### src/rtl/clkmgr_pkg.sv
package clkmgr_pkg;

    // Key byte carried in write data bits 31:24
    localparam logic [7:0]  WR_KEY   = 8'h5A;
    localparam logic [31:0] KEY_MASK = 32'hFF00_0000;

    typedef enum logic [2:0] {
        RGN_LOCK,
        RGN_PLL,
        RGN_CHAN,
        RGN_DIV,
        RGN_NONE
    } region_e;

endpackage

### src/rtl/clkmgr_addr_dec.sv
module clkmgr_addr_dec
    import clkmgr_pkg::*;
#(
    parameter int ADDR_W   = 8,
    parameter int NUM_PLL  = 4,
    parameter int NUM_CHAN = 8,
    parameter int NUM_DIV  = 4,
    parameter int IDX_W    = 5
) (
    input  logic [ADDR_W-1:0] addr_i,
    output logic              aligned_o,
    output region_e           region_o,
    output logic [IDX_W-1:0]  slot_o,
    output logic [IDX_W-1:0]  unit_o
);

    localparam logic [31:0] PLL_BASE = 32'd1;
    localparam logic [31:0] CH_BASE  = 32'(1 + NUM_PLL);
    localparam logic [31:0] DV_BASE  = 32'(1 + NUM_PLL + NUM_CHAN);
    localparam logic [31:0] END_W    = 32'(1 + NUM_PLL + NUM_CHAN + 2 * NUM_DIV);

    logic [31:0] word;

    assign word      = 32'(addr_i[ADDR_W-1:2]);
    assign aligned_o = (addr_i[1:0] == 2'b00);
    assign slot_o    = IDX_W'(word - PLL_BASE);

    always_comb begin
        region_o = RGN_NONE;
        unit_o   = '0;
        if (word == 32'd0) begin
            region_o = RGN_LOCK;
        end else if (word < CH_BASE) begin
            region_o = RGN_PLL;
            unit_o   = IDX_W'(word - PLL_BASE);
        end else if (word < DV_BASE) begin
            region_o = RGN_CHAN;
            unit_o   = IDX_W'(word - CH_BASE);
        end else if (word < END_W) begin
            region_o = RGN_DIV;
            unit_o   = IDX_W'((word - DV_BASE) >> 1);
        end
    end

endmodule

### src/rtl/clkmgr_lock_map.sv
module clkmgr_lock_map #(
    parameter int NUM_PLL = 4
) (
    input  logic [NUM_PLL-1:0] pwrdn_i,
    input  logic [NUM_PLL-1:0] anarst_i,
    output logic [31:0]        lock_o
);

    for (genvar p = 0; p < 32; p++) begin : g_bit
        if (p < NUM_PLL) begin : g_pll
            assign lock_o[p] = ~pwrdn_i[p] & ~anarst_i[p];
        end else begin : g_pad
            assign lock_o[p] = 1'b0;
        end
    end

endmodule

### src/rtl/clkmgr_strobe_map.sv
module clkmgr_strobe_map
    import clkmgr_pkg::*;
#(
    parameter int NUM_PLL      = 4,
    parameter int CHAN_PER_PLL = 2,
    parameter int NUM_DIV      = 4,
    parameter int IDX_W        = 5,
    localparam int NUM_CHAN    = NUM_PLL * CHAN_PER_PLL
) (
    input  logic                fire_i,
    input  region_e             region_i,
    input  logic [IDX_W-1:0]    unit_i,
    output logic [NUM_PLL-1:0]  pll_o,
    output logic [NUM_CHAN-1:0] chan_o,
    output logic [NUM_DIV-1:0]  div_o
);

    for (genvar p = 0; p < NUM_PLL; p++) begin : g_pll
        assign pll_o[p] = fire_i && (region_i == RGN_PLL) && (unit_i == IDX_W'(p));
    end

    // A PLL control write also reaches every channel owned by that PLL
    for (genvar c = 0; c < NUM_CHAN; c++) begin : g_chan
        localparam int OWNER = c / CHAN_PER_PLL;
        assign chan_o[c] = fire_i &&
            (((region_i == RGN_CHAN) && (unit_i == IDX_W'(c))) ||
             ((region_i == RGN_PLL)  && (unit_i == IDX_W'(OWNER))));
    end

    for (genvar k = 0; k < NUM_DIV; k++) begin : g_div
        assign div_o[k] = fire_i && (region_i == RGN_DIV) && (unit_i == IDX_W'(k));
    end

endmodule

### src/rtl/clkmgr_regbank.sv
module clkmgr_regbank
    import clkmgr_pkg::*;
#(
    parameter int ADDR_W       = 8,
    parameter int NUM_PLL      = 4,
    parameter int CHAN_PER_PLL = 2,
    parameter int NUM_DIV      = 4,
    localparam int NUM_CHAN    = NUM_PLL * CHAN_PER_PLL,
    localparam int NREG        = NUM_PLL + NUM_CHAN + 2 * NUM_DIV
) (
    input  logic                 clk_i,
    input  logic                 rst_ni,
    input  logic                 req_valid_i,
    output logic                 req_ready_o,
    input  logic                 req_write_i,
    input  logic [ADDR_W-1:0]    req_addr_i,
    input  logic [31:0]          req_wdata_i,
    output logic                 rsp_valid_o,
    output logic                 rsp_err_o,
    output logic [31:0]          rsp_rdata_o,
    input  logic [NUM_PLL-1:0]   pll_pwrdn_i,
    input  logic [NUM_PLL-1:0]   pll_anarst_i,
    output logic [NREG*32-1:0]   ctrl_regs_o,
    output logic [NUM_PLL-1:0]   pll_upd_o,
    output logic [NUM_CHAN-1:0]  chan_upd_o,
    output logic [NUM_DIV-1:0]   div_upd_o
);

    localparam int IDX_W = $clog2(NREG);

    typedef struct packed {
        logic [NREG-1:0][31:0] regs;
        logic                  rsp_valid;
        logic                  rsp_err;
        logic [31:0]           rdata;
        logic [NUM_PLL-1:0]    pll_stb;
        logic [NUM_CHAN-1:0]   chan_stb;
        logic [NUM_DIV-1:0]    div_stb;
    } state_t;

    state_t st_d, st_q;

    logic                aligned;
    region_e             region;
    logic [IDX_W-1:0]    slot;
    logic [IDX_W-1:0]    unit;
    logic [31:0]         lock_word;
    logic                accept;
    logic                key_ok;
    logic                writable;
    logic                fire;
    logic [NUM_PLL-1:0]  pll_fire;
    logic [NUM_CHAN-1:0] chan_fire;
    logic [NUM_DIV-1:0]  div_fire;

    clkmgr_addr_dec #(
        .ADDR_W   (ADDR_W),
        .NUM_PLL  (NUM_PLL),
        .NUM_CHAN (NUM_CHAN),
        .NUM_DIV  (NUM_DIV),
        .IDX_W    (IDX_W)
    ) u_dec (
        .addr_i    (req_addr_i),
        .aligned_o (aligned),
        .region_o  (region),
        .slot_o    (slot),
        .unit_o    (unit)
    );

    clkmgr_lock_map #(
        .NUM_PLL (NUM_PLL)
    ) u_lock (
        .pwrdn_i  (pll_pwrdn_i),
        .anarst_i (pll_anarst_i),
        .lock_o   (lock_word)
    );

    assign accept   = req_valid_i && req_ready_o;
    assign key_ok   = (req_wdata_i[31:24] == WR_KEY);
    assign writable = (region == RGN_PLL) || (region == RGN_CHAN) || (region == RGN_DIV);
    assign fire     = accept && aligned && req_write_i && key_ok && writable;

    clkmgr_strobe_map #(
        .NUM_PLL      (NUM_PLL),
        .CHAN_PER_PLL (CHAN_PER_PLL),
        .NUM_DIV      (NUM_DIV),
        .IDX_W        (IDX_W)
    ) u_stb (
        .fire_i   (fire),
        .region_i (region),
        .unit_i   (unit),
        .pll_o    (pll_fire),
        .chan_o   (chan_fire),
        .div_o    (div_fire)
    );

    always_comb begin
        st_d           = st_q;
        st_d.rsp_valid = 1'b0;
        st_d.rsp_err   = 1'b0;
        st_d.rdata     = '0;
        st_d.pll_stb   = pll_fire;
        st_d.chan_stb  = chan_fire;
        st_d.div_stb   = div_fire;
        if (accept) begin
            st_d.rsp_valid = 1'b1;
            if (!aligned) begin
                st_d.rsp_err = 1'b1;
            end else if (req_write_i) begin
                if (fire) begin
                    st_d.regs[slot] = req_wdata_i & ~KEY_MASK;
                end else begin
                    st_d.rsp_err = 1'b1;
                end
            end else begin
                case (region)
                    RGN_LOCK: st_d.rdata = lock_word;
                    RGN_NONE: st_d.rdata = '0;
                    default:  st_d.rdata = st_q.regs[slot];
                endcase
            end
        end
    end

    always_ff @(posedge clk_i) begin
        if (!rst_ni) begin
            st_q <= '0;
        end else begin
            st_q <= st_d;
        end
    end

    assign req_ready_o = !st_q.rsp_valid;
    assign rsp_valid_o = st_q.rsp_valid;
    assign rsp_err_o   = st_q.rsp_err;
    assign rsp_rdata_o = st_q.rdata;
    assign ctrl_regs_o = st_q.regs;
    assign pll_upd_o   = st_q.pll_stb;
    assign chan_upd_o  = st_q.chan_stb;
    assign div_upd_o   = st_q.div_stb;

endmodule

### config.mk
export PLATFORM = sky130hd
export DESIGN_NAME = clkmgr_regbank
export DESIGN_NICKNAME = d
export VERILOG_FILES = /design/src/rtl/clkmgr_pkg.sv /design/src/rtl/clkmgr_addr_dec.sv /design/src/rtl/clkmgr_lock_map.sv /design/src/rtl/clkmgr_strobe_map.sv /design/src/rtl/clkmgr_regbank.sv
export SDC_FILE = /design/constraint.sdc
export NUM_CORES = 1
export LEC_CHECK = 0
export ABC_AREA = 1
export CORE_AREA = 4 4 291 293
export CTS_BUF_LIST = sky130_fd_sc_hd__clkbuf_4 sky130_fd_sc_hd__clkbuf_8
export CTS_CLUSTER_DIAMETER = 50
export DETAILED_ROUTE_END_ITERATION = 8
export DIE_AREA = 0 0 295 297
export MAX_ROUTING_LAYER = met4
export PLACE_DENSITY_LB_ADDON = 0.12
export SLEW_MARGIN = 15
export SYNTH_ARGS = -nofsm -noshare
export SYNTH_HDL_FRONTEND = slang
export SYNTH_HIERARCHICAL = 1
export SYNTH_SLANG_ARGS = --single-unit
export TNS_END_PERCENT = 1
### constraint.sdc
create_clock -name clk_i -period 4.2 [get_ports clk_i]
set_clock_uncertainty 0.2 [all_clocks]
set_input_delay 0.42 -clock clk_i [delete_from_list [all_inputs] [get_ports clk_i]]
set_output_delay 0.42 -clock clk_i [all_outputs]
set_load 0.05 [all_outputs]
==> reports/metrics.yaml, run 1 <==
place_inst: 5825
synthXorXnorAreaFrac_pct: 0.0642
cts_setup_buffers: 0
ys_seq_area_share_pct: 38.9
ir_drop_uv: 225
clkSlewWorstSetupHoldPaths_ps: 60
clock_latency_ps: 720
dieArea_um2: 87600
r2r_setup_slack_ps: 1850
port_buffers: 582
vias: 28588
crit_required_ps: 4640
status: "finished clean"
track_usage_pct: 30.4
ys_ff_latch: 530
avgSynthCellArea_um2: 6.22
synth_top_area_share_pct: 38.9
holdPathStages: 4
cap_violations: 0
hold_ws_ps: 219
cts_resized: 0
synth_edf_count: 0
timing.rr.end: "ctrl_regs_o[364]"
fmax_mhz: 312
num-nets-final: 4914
start_kind: "input pin"
worstMarginPinSlew_ps: 1070
final_common_cell: "nand2_1"
reg2reg_depth: 9
postRouteAntennaNets: 0
leakage_uw: 0.0177
clockBufferDepth: 3
synth-main-ff-cell: "dfxtp_1"
hp-class: "input pin to register"
ios: 743
drc: 0
grt_pass1_wl_um: 191000
path_max_fanout: 21
stdcell_count: 6009
rows: 105
synth_top_family_by_area: "simple AND/OR/NAND/NOR gates"
place_congestion: 0.900
yosysUniqueCellTypes: 32
grt.overflow.total: 0
path_class: "input pin to register"
drt_iter0_drc: 2476
routed_via_density: 4.76
hold_viol: 0
synthTopCellsByArea: "dfxtp_1 (39%), nand2_1 (28%), a21oi_1 (9.3%)"
layout_common_cells: "nand2_1 (2025), clkdlybuf4s50_1 (581), inv_1 (541)"
wl_per_cell_um: 22.6
yosysTopAreaCell: "dfxtp_1"
hpwl_um: 94000
setup_violations: 0
synthToLayoutAreaGrowth_pct: 30.1
postSynth.asyncResetShare_pct: 0
min_period_over_period_pct: 76.4
root_buffer: "clkbuf_8"
netlist_instances: 4387
grt_pass1_vias: 26419
die_y_um: 297
syn_area_um2: 27300
hold_end: "rsp_rdata_o[3]"
hp-start: "pll_anarst_i[3]"
reg2reg_from: "rsp_valid_o"
dieWidth_um: 295
tritoncts: "yes"
synth_compound_area_share_pct: 12.4
drv_slew: 0
cts.sinks: 530
antenna_found_initial: 1
rsz0062_at_grt: "no"
endpoint_kind: "register"
setup_tns_ps: 0
routed_wl_um: 136000
core_um2: 81800
yosys.area_share.simple_pct: 30.9
start_util_pct: 33.4
drive_gt1_share_pct: 6.80
crit_arrival_ps: 3650
synthMuxAreaShare_pct: 0
powerDensity_nw_per_um2: 332
first_pass_iters: 8
fin_crit_ps: 3210
htree_levels: 3
yosys.area_share.adder_pct: 0.0458
synth-warning-count: 6
cts_buffers: 103
grt_max_degree: 182
max_slew_margin_pct: 28.6
==> sequential cells by signal, indices dropped and copies added, names as in the netlist <==
name	cells
rsp_valid_o	1
rsp_rdata_o	32
chan_upd_o	8
ctrl_regs_o	480
div_upd_o	4
pll_upd_o	4
rsp_err_o	1
==> stage by stage <==
stage	instance area [µm²]	utilization, %	power [µW]	setup WS, ps
global route	35500	43.4	12100	721
detailed placement	33200	40.6	6180	258
finish	35500	43.4	11800	993
floorplan	28000	-	5970	1330
global placement	33200	40.6	6170	295
CTS	35500	43.4	11900	1030
==> critical path, stage by stage <==
cell	delay (ps)
clkdlybuf4s50_1	510
inv_8	180
ha_1	160
inv_1	60
nand2_2	100
nand3_1	80
nand2_1	140
inv_1	90
nor2_1	240
nor2_2	100
nor3_4	200
buf_12	240
nand4_2	430
buf_4	390
nand2_1	70
nand2_1	40
a21oi_1	150
==> cells by family (layout without fill, tap and decap cells) <==
family                     after synthesis  count (layout)
DFF                                    530             530
and+or+nand+nor                       2138            2138
xor gates and xnor gates                 2               2
other                                    2             189
AOI/OAI and AO/OA                      660             660
adders and majority gates                1               1
buffers and inverters                 1054            1419
==> power breakdown <==
part           switching (µW)  leakage (µW)  internal, µW
logic                     912        0.0122           137
clock network            2450       0.00119          3270
registers                1.19       0.00427          5030
total                    3360        0.0177          8440
==> per-layer routing <==
metal	vias to the layer above	track usage (%)	share of wire (%)	routed length [µm]
li1	13773	-	-	-
met1	13357	37.4	41	55800
met2	1202	49.3	47	64000
met3	256	5.78	7.3	9950
met4	0	12.1	4.6	6210
met5	-	-	0	0
==> cells in the mapped netlist (3+ instances only) <==
cell type and n:
nand2_1 2025, inv_1 557, dfxtp_1 530, a21oi_1 509, buf_4 199, clkbuf_1 164
o21ai_0 125, buf_2 98, nand3_1 34, nor2_1 28, o21bai_1 24, inv_2 23
buf_1 13, nand4_2 13, nor2_2 8, nand4_4 7, nor2_4 5, nand2_2 3
nor3_1 3, nor3_4 3
==> how the worst max path moves through the flow <==
| stage | from | to |
|---|---|---|
| floorplan | req_addr_i[2] | chan_upd_o[2] |
| global placement | req_addr_i[2] | ctrl_regs_o[357] |
| detailed placement | req_addr_i[2] | ctrl_regs_o[364] |
| CTS | req_addr_i[2] | ctrl_regs_o[364] |
| global route | req_addr_i[2] | ctrl_regs_o[357] |
| finish | req_addr_i[2] | ctrl_regs_o[364] |
==> what timing repair did <==
item / CTS / global route
endpoints found under the setup margin: 0 / 0
hold endpoints to repair: 61 / 0
hold buffers: 1 / 0
==> layout make-up <==
type | instances | area, µm²
Antenna cell | 1 | 2.50
Clock inverter | 26 | 265
Inverter | 580 | 2190
Sequential cell | 530 | 10600
Multi-Input combinational cell | 2989 | 12600
Timing Repair Buffer | 657 | 6530
Fill cell | 8878 | 46300
Tap cell | 1070 | 1340
Clock buffer | 156 | 1990
Note: power is estimated with default switching activity, not from simulation.
==> run 2: changes to the inputs <==
clock period = 2.58 ns   (was 4.2 ns; I/O delays follow)
==> run 2 against run 1 <==
Against the previous run: hold slack worse by 150 ps; power up 65%; critical path depth decreased by 16; via count rose by 1.1%; clock-buffer cell count up 12; combinational power up 86%; cell area is 6.3% higher; sequential power is 63% higher; routed wire length is 0.33% lower; global-route usage increased by 0.097 points.
==> reports/metrics.yaml, run 2 (same netlist as run 1, synthesis figures left out) <==
p_seq_share_pct: 42.0  # -0.6 points
root_buffer: "clkbuf_8"
reg2reg_from: "rsp_valid_o"
power_uw: 19500  # +65%
track_usage_pct: 30.5  # +0.097 points
clkSlewWorstSetupHoldPaths_ps: 60  # about the same
fmax_mhz: 389
timing.rr.end: "ctrl_regs_o[340]"
reg2reg_depth: 9  # unchanged
dieWidth_um: 295  # unchanged
cp_slowest_cell: "clkdlybuf4s50_1"
crit_path_start: "ctrl_regs_o[99]"
cts_setup_buffers: 0  # unchanged
setup_violations: 0  # unchanged
max_stage_delay_ps: 960  # +450 ps
fill_cells: 8591  # -3.2%
combPwrFrac_pct: 10.0  # +1.1 points
hp-class: "input pin to register"
wl_per_cell_um: 21.8  # -3.6%
vias: 28902  # +1.1%
start_kind: "register"
num-nets-final: 5114  # +4.1%
endpoint_kind: "output pin"
grt_max_degree: 112  # -38%
hold_end: "rsp_rdata_o[2]"
start_util_pct: 33.4  # unchanged
drc: 0  # unchanged
hpwl_um: 97400  # +3.6%
clock_latency_ps: 730  # about the same
design_area_um2: 37700  # +6.3%
drt_iter0_drc: 2566  # +3.6%
holdPathStages: 4  # unchanged
cts_buffers: 106  # +2.9%
post_dp_cell_area_um2: 35300  # +6.3%
ios: 743  # unchanged
worstMarginPinSlew_ps: 743  # -328 ps
hp-start: "pll_anarst_i[2]"
postRouteAntennaNets: 0  # unchanged
ir_drop_uv: 371  # +65%
final_common_cell: "nand2_1"
status: "finished clean"
cap_violations: 0  # unchanged
crit_buf_inv: 1  # -5
port_buffers: 582  # unchanged
first_pass_iters: 6  # -2
crit_chain: "clkdlybuf4s50_1"
leakage_uw: 0.0190  # +7.3%
synthToLayoutAreaGrowth_pct: 38.3
rsz0062_at_grt: "no"
min_period_over_period_pct: 99.5
power.internal_uw: 14000  # +66%
tritoncts: "yes"
rows: 105  # unchanged
routed_via_density: 4.65  # -2.2%
p_sw_uw: 5500  # +64%
fin_crit_ps: 2570
clockBufferDepth: 3  # unchanged
htree_levels: 3  # unchanged
powerDensity_nw_per_um2: 517  # +56%
grt_pass1_wl_um: 191000  # +0.13%
drv_slew: 0  # unchanged
layout_common_cells: "nand2_1 (2025), clkdlybuf4s50_1 (568), inv_1 (553)"
cts.sinks: 530  # unchanged
path_class: "register to output pin"
die_y_um: 297  # unchanged
core_um2: 81800  # unchanged
clock_power_share_pct: 48.0  # -0.5 points
path_max_fanout: 3  # -86%
sw_frac_of_total_pct: 28.2  # -0.29 points
r2r_setup_slack_ps: 560  # -1290 ps
routed_wl_um: 136000  # -0.33%
place_congestion: 0.904  # +0.47%
grt_pass1_vias: 27225  # +3.1%
hold_viol: 0  # unchanged
antenna_found_initial: 2  # +1
cp_top_family: "buffers and inverters"
max_slew_margin_pct: 50.3  # +22 points
grt.overflow.total: 0  # unchanged
largest_reg_flops: 480  # unchanged
dieArea_um2: 87600  # unchanged
crit_required_ps: 2120  # -2520 ps
drive_gt1_share_pct: 10.3  # +3.5 points
crit_arrival_ps: 2110  # -1540 ps
[run 2: layout make-up]
type	count	area (µm²)	share of cell area, %
antenna	2	5.00	0.0133
clock buffer	168	2120	5.61
sequential	530	10600	28.1
inverter	580	2190	5.81
multi-input combinational	2989	12600	33.4
clock inverter	21	188	0.497
timing repair buffer	854	8700	23.1
tap	1070	1340	3.55
[run 2: repair_timing]
action	CTS	global route
gates resized for setup	7	2
pin swaps	0	1
hold buffers	10	0
endpoints found under the hold margin	239	0
endpoints found under the setup margin	7	61
[run 2: worst max path at each step]
stage	depth (start not counted)	endpoint
6_report	1	ctrl_regs_o[99]
5_1_grt	15	ctrl_regs_o[588]
4_1_cts	1	ctrl_regs_o[99]
3_5_place_dp	15	ctrl_regs_o[578]
3_3_place_gp	15	ctrl_regs_o[577]
2_1_floorplan	15	ctrl_regs_o[516]
[run 2: per-layer routing]
metal	routed length (µm)	vias up	share of wire [%]	track usage [%]
met5	0	-	0	-
li1	-	14194	-	-
met2	62300	1113	46	48.0
met4	6570	0	4.8	13.1
met1	57100	13346	42	38.5
met3	9520	249	7.0	5.57
[run 2: worst register-to-register path, cell delays in order, from the launching register on]
cell	delay (ps)
dfxtp_1	310
inv_2	50
nand2_1	120
nor3_4	250
buf_12	220
nand4_2	300
buf_4	280
nand2_1	60
nand2_1	40
a21oi_1	120
[run 2: power groups by stage]
stage	sequential [µW]	clock (µW)	combinational (µW)
final	8190	9360	1950
after global routing	8190	9840	2030
after CTS	8190	9530	1930
after detailed placement	8370	0	1910
after global placement	8370	0	1920
after floorplan	8380	0	1330
[run 2: per-stage QoR]
stage | setup TNS, ps | hold slack, ps | worst slack, ps | utilization (%) | instances
2_1_floorplan | 0 | 200 | 5.24 | - | 4573
3_3_place_gp | -256870 | 314 | -616 | 43.2 | 6013
3_5_place_dp | -273930 | 317 | -651 | 43.2 | 6013
4_1_cts | 0 | 7.23 | 5.02 | 46.1 | 6212
5_1_grt | 0 | 43.9 | 5.73 | 46.1 | 6214
6_report | 0 | 71.0 | 12.5 | 46.1 | 6214
